$ cat src/rtl/tap_pkg.sv
package tap_pkg;

  typedef enum logic [3:0] {
    S_TLR, S_RTI,
    S_SEL_DR, S_CAP_DR, S_SH_DR, S_EX1_DR, S_PAU_DR, S_EX2_DR, S_UPD_DR,
    S_SEL_IR, S_CAP_IR, S_SH_IR, S_EX1_IR, S_PAU_IR, S_EX2_IR, S_UPD_IR
  } tap_state_t;

  localparam int IR_W = 3;

  localparam logic [IR_W-1:0] OP_EXTEST  = 3'b000;
  localparam logic [IR_W-1:0] OP_IDCODE  = 3'b001;
  localparam logic [IR_W-1:0] OP_SAMPLE  = 3'b100;
  localparam logic [IR_W-1:0] OP_BYPASS  = 3'b111;
  localparam logic [IR_W-1:0] IR_CAPTURE = 3'b001;

  typedef enum logic [1:0] {SEL_BYP, SEL_ID, SEL_BSR} dr_sel_t;

  function automatic dr_sel_t decode_op(input logic [IR_W-1:0] op);
    case (op)
      OP_IDCODE:             return SEL_ID;
      OP_EXTEST, OP_SAMPLE:  return SEL_BSR;
      default:               return SEL_BYP;
    endcase
  endfunction

endpackage

$ cat src/rtl/tap_fsm.sv
module tap_fsm
  import tap_pkg::*;
(
  input  logic       tck,
  input  logic       rst,
  input  logic       tms,
  output tap_state_t state
);

  tap_state_t nxt;

  always_comb begin
    case (state)
      S_TLR:    nxt = tms ? S_TLR    : S_RTI;
      S_RTI:    nxt = tms ? S_SEL_DR : S_RTI;
      S_SEL_DR: nxt = tms ? S_SEL_IR : S_CAP_DR;
      S_CAP_DR: nxt = tms ? S_EX1_DR : S_SH_DR;
      S_SH_DR:  nxt = tms ? S_EX1_DR : S_SH_DR;
      S_EX1_DR: nxt = tms ? S_UPD_DR : S_PAU_DR;
      S_PAU_DR: nxt = tms ? S_EX2_DR : S_PAU_DR;
      S_EX2_DR: nxt = tms ? S_UPD_DR : S_SH_DR;
      S_UPD_DR: nxt = tms ? S_SEL_DR : S_RTI;
      S_SEL_IR: nxt = tms ? S_TLR    : S_CAP_IR;
      S_CAP_IR: nxt = tms ? S_EX1_IR : S_SH_IR;
      S_SH_IR:  nxt = tms ? S_EX1_IR : S_SH_IR;
      S_EX1_IR: nxt = tms ? S_UPD_IR : S_PAU_IR;
      S_PAU_IR: nxt = tms ? S_EX2_IR : S_PAU_IR;
      S_EX2_IR: nxt = tms ? S_UPD_IR : S_SH_IR;
      S_UPD_IR: nxt = tms ? S_SEL_DR : S_RTI;
      default:  nxt = S_TLR;
    endcase
  end

  always_ff @(posedge tck) begin
    if (rst) state <= S_TLR;
    else     state <= nxt;
  end

endmodule

$ cat src/rtl/tap_ireg.sv
module tap_ireg
  import tap_pkg::*;
(
  input  logic            tck,
  input  logic            rst,
  input  tap_state_t      state,
  input  logic            tdi,
  output logic [IR_W-1:0] ir_active,
  output logic            ir_lsb
);

  logic [IR_W-1:0] ir_sh;

  always_ff @(posedge tck) begin
    if (rst) begin
      ir_sh     <= IR_CAPTURE;
      ir_active <= OP_IDCODE;
    end else begin
      case (state)
        S_CAP_IR: ir_sh <= IR_CAPTURE;
        S_SH_IR:  ir_sh <= {tdi, ir_sh[IR_W-1:1]};
        default:  ir_sh <= ir_sh;
      endcase
      if (state == S_TLR)         ir_active <= OP_IDCODE;
      else if (state == S_UPD_IR) ir_active <= ir_sh;
    end
  end

  assign ir_lsb = ir_sh[0];

endmodule

$ cat src/rtl/tap_dregs.sv
module tap_dregs
  import tap_pkg::*;
#(
  parameter int          BSR_LEN = 109,
  parameter int          ID_W    = 32,
  parameter logic [ID_W-1:0] ID_WORD = '0
) (
  input  logic               tck,
  input  logic               rst,
  input  tap_state_t         state,
  input  dr_sel_t            sel,
  input  logic               tdi,
  input  logic [BSR_LEN-1:0] pins,
  output logic               dr_lsb,
  output logic               byp_q
);

  logic [ID_W-1:0]    id_q;
  logic [BSR_LEN-1:0] bsr_q;

  logic cap, sh;
  assign cap = (state == S_CAP_DR);
  assign sh  = (state == S_SH_DR);

  always_ff @(posedge tck) begin
    if (rst) begin
      byp_q <= 1'b0;
      id_q  <= ID_WORD;
    end else begin
      if (sel == SEL_BYP) begin
        if (cap)     byp_q <= 1'b0;
        else if (sh) byp_q <= tdi;
      end
      if (sel == SEL_ID) begin
        if (cap)     id_q <= ID_WORD;
        else if (sh) id_q <= {tdi, id_q[ID_W-1:1]};
      end
    end
  end

  for (genvar i = 0; i < BSR_LEN; i++) begin : g_cell
    logic shift_in;
    if (i == BSR_LEN - 1) begin : g_top
      assign shift_in = tdi;
    end else begin : g_mid
      assign shift_in = bsr_q[i+1];
    end
    always_ff @(posedge tck) begin
      if (rst)                         bsr_q[i] <= 1'b0;
      else if (sel == SEL_BSR && cap)  bsr_q[i] <= pins[i];
      else if (sel == SEL_BSR && sh)   bsr_q[i] <= shift_in;
    end
  end

  always_comb begin
    case (sel)
      SEL_ID:  dr_lsb = id_q[0];
      SEL_BSR: dr_lsb = bsr_q[0];
      default: dr_lsb = byp_q;
    endcase
  end

endmodule

$ cat src/rtl/tap_ctrl_top.sv
module tap_ctrl_top
  import tap_pkg::*;
#(
  parameter int          BSR_LEN     = 109,
  parameter logic [2:0]  REVISION    = 3'b000,
  parameter logic [16:0] DEVICE_CODE = 17'h0B5A3,
  parameter logic [10:0] VENDOR_CODE = 11'b00000110100
) (
  input  logic               tck,
  input  logic               rst,
  input  logic               tms,
  input  logic               tdi,
  input  logic [BSR_LEN-1:0] pin_i,
  output logic               tdo,
  output logic               tdo_oe
);

  localparam int          ID_W    = 32;
  localparam logic [ID_W-1:0] ID_WORD = {REVISION, DEVICE_CODE, VENDOR_CODE, 1'b1};

  tap_state_t      state;
  logic [IR_W-1:0] ir_active;
  logic            ir_lsb, dr_lsb, byp_bit;
  dr_sel_t         sel;

  assign sel = decode_op(ir_active);

  tap_fsm u_fsm (.tck(tck), .rst(rst), .tms(tms), .state(state));

  tap_ireg u_ir (
    .tck(tck), .rst(rst), .state(state), .tdi(tdi),
    .ir_active(ir_active), .ir_lsb(ir_lsb)
  );

  tap_dregs #(.BSR_LEN(BSR_LEN), .ID_W(ID_W), .ID_WORD(ID_WORD)) u_dr (
    .tck(tck), .rst(rst), .state(state), .sel(sel), .tdi(tdi),
    .pins(pin_i), .dr_lsb(dr_lsb), .byp_q(byp_bit)
  );

  logic shifting;
  assign shifting = (state == S_SH_IR) || (state == S_SH_DR);

  always_ff @(negedge tck) begin
    if (rst) begin
      tdo    <= 1'b0;
      tdo_oe <= 1'b0;
    end else begin
      tdo    <= (state == S_SH_IR) ? ir_lsb : dr_lsb;
      tdo_oe <= shifting;
    end
  end

endmodule

$ cat config.mk
export PLATFORM = sky130hd
export DESIGN_NAME = tap_ctrl_top
export DESIGN_NICKNAME = d
export VERILOG_FILES = /design/src/rtl/tap_pkg.sv /design/src/rtl/tap_fsm.sv /design/src/rtl/tap_ireg.sv /design/src/rtl/tap_dregs.sv /design/src/rtl/tap_ctrl_top.sv
export SDC_FILE = /design/constraint.sdc
export NUM_CORES = 1
export LEC_CHECK = 0
export ABC_AREA = 1
export CORE_ASPECT_RATIO = 0.8
export CORE_UTILIZATION = 45
export DETAILED_ROUTE_END_ITERATION = 7
export PLACE_DENSITY = 0.69
export SYNTH_ARGS = -nofsm -noshare
export SYNTH_HDL_FRONTEND = slang
export SYNTH_SLANG_ARGS = --single-unit
$ cat constraint.sdc
create_clock -name tck -period 2.4 [get_ports tck]
set_input_delay 0.36 -clock tck [delete_from_list [all_inputs] [get_ports tck]]
set_output_delay 0.36 -clock tck [all_outputs]
set_load 0.01 [all_outputs]
* Yosys cells after proc, flatten, opt, wreduce, memory -nomap -nowiden *
Index checks and enable logic that the tools add are counted.
W data, S select, Z words.

word-level totals
  bits in registers = 154
  input port bits = 113
  output and inout port bits = 2

cells by class
  equality and inequality tests = 19
  multiplexer cells = 239
  reductions and logical operators = 16

operator list
  cell                  count
  $mux W1               224
  $mux W32              2
  $pmux W4 S12          1
  $eq A4 B4 Y1 const B  8
  $eq A4 B3 Y1 const B  4
  $mux W4               4
  $eq A4 B2 Y1 const B  2
  $reduce_or A2 Y1      4
  $mux W2               3
  $mux W3               2
  $pmux W3 S2           1
  $reduce_bool A2 Y1    3
  $eq A4 B1 Y1 const B  1
  $logic_not A4 Y1      1
  $pmux W2 S2           1
  $reduce_and A2 Y1     2
  $eq A3 B1 Y1 const B  1
  $eq A3 B3 Y1 const B  1
  $logic_not A3 Y1      1
  $reduce_or A3 Y1      1
  $eq A2 B1 Y1 const B  1
  $eq A2 B2 Y1 const B  1
  $logic_and A1 B1 Y1   2
  $logic_not A2 Y1      1
  other kinds (2)       2

* Depth between registers and ports, before layout *
  word-level depth = 7
  depth in mapped cells = 11
  depth with buffers taken out = 9

* By module *
A second synthesis with hierarchy kept.

unflattened totals
  cell total of the unflattened synthesis = 1,328
  area total of the unflattened synthesis = 8,568.2 µm²

modules (own cells, without submodules)
  module        cells an instance  times used  seq. area each (µm²)  area each (µm²)
  tap_dregs     1,206              1           2,842.7               7,777.5
  tap_fsm       64                 1           80.1                  391.6
  tap_ireg      39                 1           120.1                 272.8
  tap_ctrl_top  19                 1           40.0                  126.4

==> results.yml <==
power:
  pwr-share-comb: 0.062
  intPower_uw: 4622
  p_leak_uw: 0.004489
  p_per_area_nw_per_um2: 614.8
  switching_share: 0.2083
  p_switching_uw: 1216
  ir_worst_vdd_uv: 441.3
  sequentialPowerShare: 0.445
  clock_power_share: 0.493
global_route:
  grt_overflow: 0
  grt_pass1_wl_um: 31270
  grtUsageTotal: 0.2282
  grt_max_degree: 110
  grt_pass1_vias: 6124
  antenna_found_initial: 1
placed_design:
  dp_hpwl_um: 12520
  gp_congestion: 0.8005
  placed_cells: 1404
  pre_cts_slack_ns: -0.1231
  io_buffers: 114
min_path:
  min_to: "u_dr.id_q[25]"
  worstHoldStart: "u_dr.id_q[25]"
  whs_path_depth: 2
  hold_path_class: "register to register"
clocking:
  worstSkewPairLatency_ns: 0.45
  postCtsSetupBuffers: 0
  ctsHtreeMaxLevel: 4
  cts_tree: "built"
  cts-root-buf: "clkbuf_16"
  ctsHoldBuffers: 0
  cts.clk_slew.worst_paths_ns: 0.06
  cts.sinks: 154
  cts_buffers: 17
  cts_buffer_depth: 2
critical_path:
  reg2reg_from: "u_ir.ir_active[1]"
  cp-end-kind: "register"
  max_stage_delay_ns: 0.35
  slowest_stage: "dfxtp_2"
  reg2reg_to: "tdo"
  worst-path-buf-inv: 1
  cp_common_cell: "a21oi_2"
  crit_type: "register to register"
  rr_worst_depth: 6
  cp_top_family: "flip-flops"
  worstPathCellList: "nor3_4, inv_2, ha_4, a21oi_2, a21oi_2, a21oi_1"
  cp_data_arrival_time_ns: 1.55
  rrSetupSlack_ns: -0.02
  critPathMaxFanout: 3
  crit_required_ns: 1.53
  cp-start-kind: "register"
routing:
  drc: 0
  first_pass_iters: 6
  routed_wirelength_um: 19260
  vias_per_cell: 4.806
  wl_per_cell_um: 13.40
  dr_total_vias: 6906
  dr.first_iter.drc_count: 553
  ant_nets: 0
outcome:
  violations: "negative setup slack"
  status: "finished with violations"
synth:
  ys.warnings.count: 0
  synth_mux_area_frac: 0
  synth_simple_gate_area_share: 0.2954
  synth_top_family_by_area: "simple AND/OR/NAND/NOR gates"
  synth-xor-area-share: 0
  yosys.area_share.adder: 0.005018
  synth_area_per_cell_um2: 6.666
  syn_area_um2: 7480
  synthesis.nets: 1238
  synth_cells: 1122
  yosysSeqAreaShare: 0.4122
  synth_compound_area_frac: 0.1788
  ys_ff_latch: 154
  ys_types: 29
layout:
  num-nets-final: 1325
  multiInputGateArea_um2: 3636
  syn_to_final_growth_pct: 26.97
  drive_gt1_frac: 0.07283
  fillers: 1508
  stdcell_count: 1437
  seqCellArea_um2: 3085
  n_antenna_cell: 0
job:
  drv_cap: 0
floorplan:
  rows: 41
  dieArea_um2: 17140
  core_um2: 16010
  die_h_um: 117.3
  ios: 115
  start_util: 0.4673
  die_w_um: 146.1
timing:
  setup_viol: 3
  drv_slew: 0
  timing.final.hold_violations: 0
  fin_skew_ns: 0.02648
  fin_ws_ns: -0.02104
  tightest_slew_ns: 0.8076
  rsz0062_at_grt: "yes"
  maxSlewHeadroom: 0.4616
==> synthesized netlist by cell type (all sizes together) <==
master  instances  area, um^2
nand2         218       840.8
nor2          162       618.1
dfxtp         154        3083
a21oi         133       665.6
o21ai         128       640.6
inv           126       473.0
or2           109       681.9
buf            36       200.2
clkbuf         36       135.1
nand3           9       45.04
ha              3       37.54
nor3            2       10.01
a21boi          1       18.77
a31oi           1       6.260
clkinv          1       3.750
nand3b          1       7.510
nand4           1       6.260
o22ai           1       6.260
==> power by group through the flow <==
stage	Sequential [uW]	Clock (uW)	Combinational, uW
floorplan	2650	7.83	130
global placement	2650	7.83	363
detailed placement	2650	7.83	362
CTS	2600	2910	363
global route	2600	3030	393
finish	2600	2880	363
==> logic make-up after synthesis <==
logic type,count (synthesis)
AO/OA/AOI/OAI,264
adder cells (fa/ha/maj),3
AND/OR/NAND/NOR,502
buffers and inverters,199
flip-flops,154
==> stage by stage <==
step	cell area (um^2)	utilization	setup TNS (ns)	power [uW]	hold WS [ns]
after floorplan	7490	-	-0.08703	2787	0.4280
after global placement	8837	0.5521	-0.1078	3025	0.4373
after detailed placement	8837	0.5521	-0.1231	3024	0.4409
after CTS	9479	0.5922	-0.1211	5870	0.4546
after global routing	9497	0.5933	-0.1928	6027	0.4750
final	9497	0.5933	-0.04983	5838	0.4523
==> cells in the final DEF (no fill, tap or decap), types with 17 or more instances in the layout <==
cell type / netlist / routed
a21oi_1: 133 / 131
buf_4: 1 / 19
clkbuf_16: 0 / 17
clkdlybuf4s50_1: 0 / 112
dfxtp_1: 154 / 152
inv_1: 122 / 121
nand2_1: 211 / 211
nor2_1: 160 / 159
o21ai_0: 118 / 118
or2_0: 91 / 91
==> worst reg2reg max path: stages (launching register included) <==
cell     delay [ns]
dfxtp_2        0.35
nor3_4         0.21
inv_2          0.08
ha_4           0.28
a21oi_2        0.04
a21oi_2        0.10
a21oi_1        0.07
==> flip-flops by register name, summed over array words and instances, names as in the netlist <==
name and count:
tdo_oe 1, u_dr.bsr_q 1, u_dr.id_q 32, u_dr.g_cell.shift_in 108, u_dr.byp_q 1, u_fsm.state 4
tdo 1, u_ir.ir_sh 3, u_ir.ir_active 3
==> metal layers <==
layer | vias up | share of wire | wire length (um) | global-route usage
met1 | 3039 | 0.52 | 9979 | 0.3467
met3 | 11 | 0.064 | 1242 | 0.05759
met2 | 199 | 0.41 | 7885 | 0.3143
met5 | - | 0.00067 | 13 | 0
met4 | 2 | 0.0073 | 141 | 0.05924
li1 | 3655 | - | - | -
==> worst max path at each step <==
stage | slack (ns) | cells after the start | start | endpoint
global route | -0.09 | 7 | u_ir.ir_active[0] | tdo
finish | -0.02 | 6 | u_ir.ir_active[1] | tdo
CTS | -0.06 | 6 | u_ir.ir_active[1] | tdo
detailed placement | -0.12 | 7 | u_ir.ir_active[0] | tdo
floorplan | -0.09 | 9 | u_ir.ir_active[0] | tdo
global placement | -0.11 | 7 | u_ir.ir_active[0] | tdo
==> what timing repair did <==
item	in CTS	in global routing
pin swaps	3	0
resized for setup	12	5
setup endpoints to repair	3	3
gates cloned	0	0
==> final cells by class <==
cell class,count,share of cell area
Clock buffer,25,0.05323
Clock inverter,9,0.01397
Inverter,126,0.04993
Multi-Input combinational cell,769,0.3829
Sequential cell,154,0.3249
Tap cell,215,0.02833
Timing Repair Buffer,139,0.1468
Power figures use the tool's default switching activity.
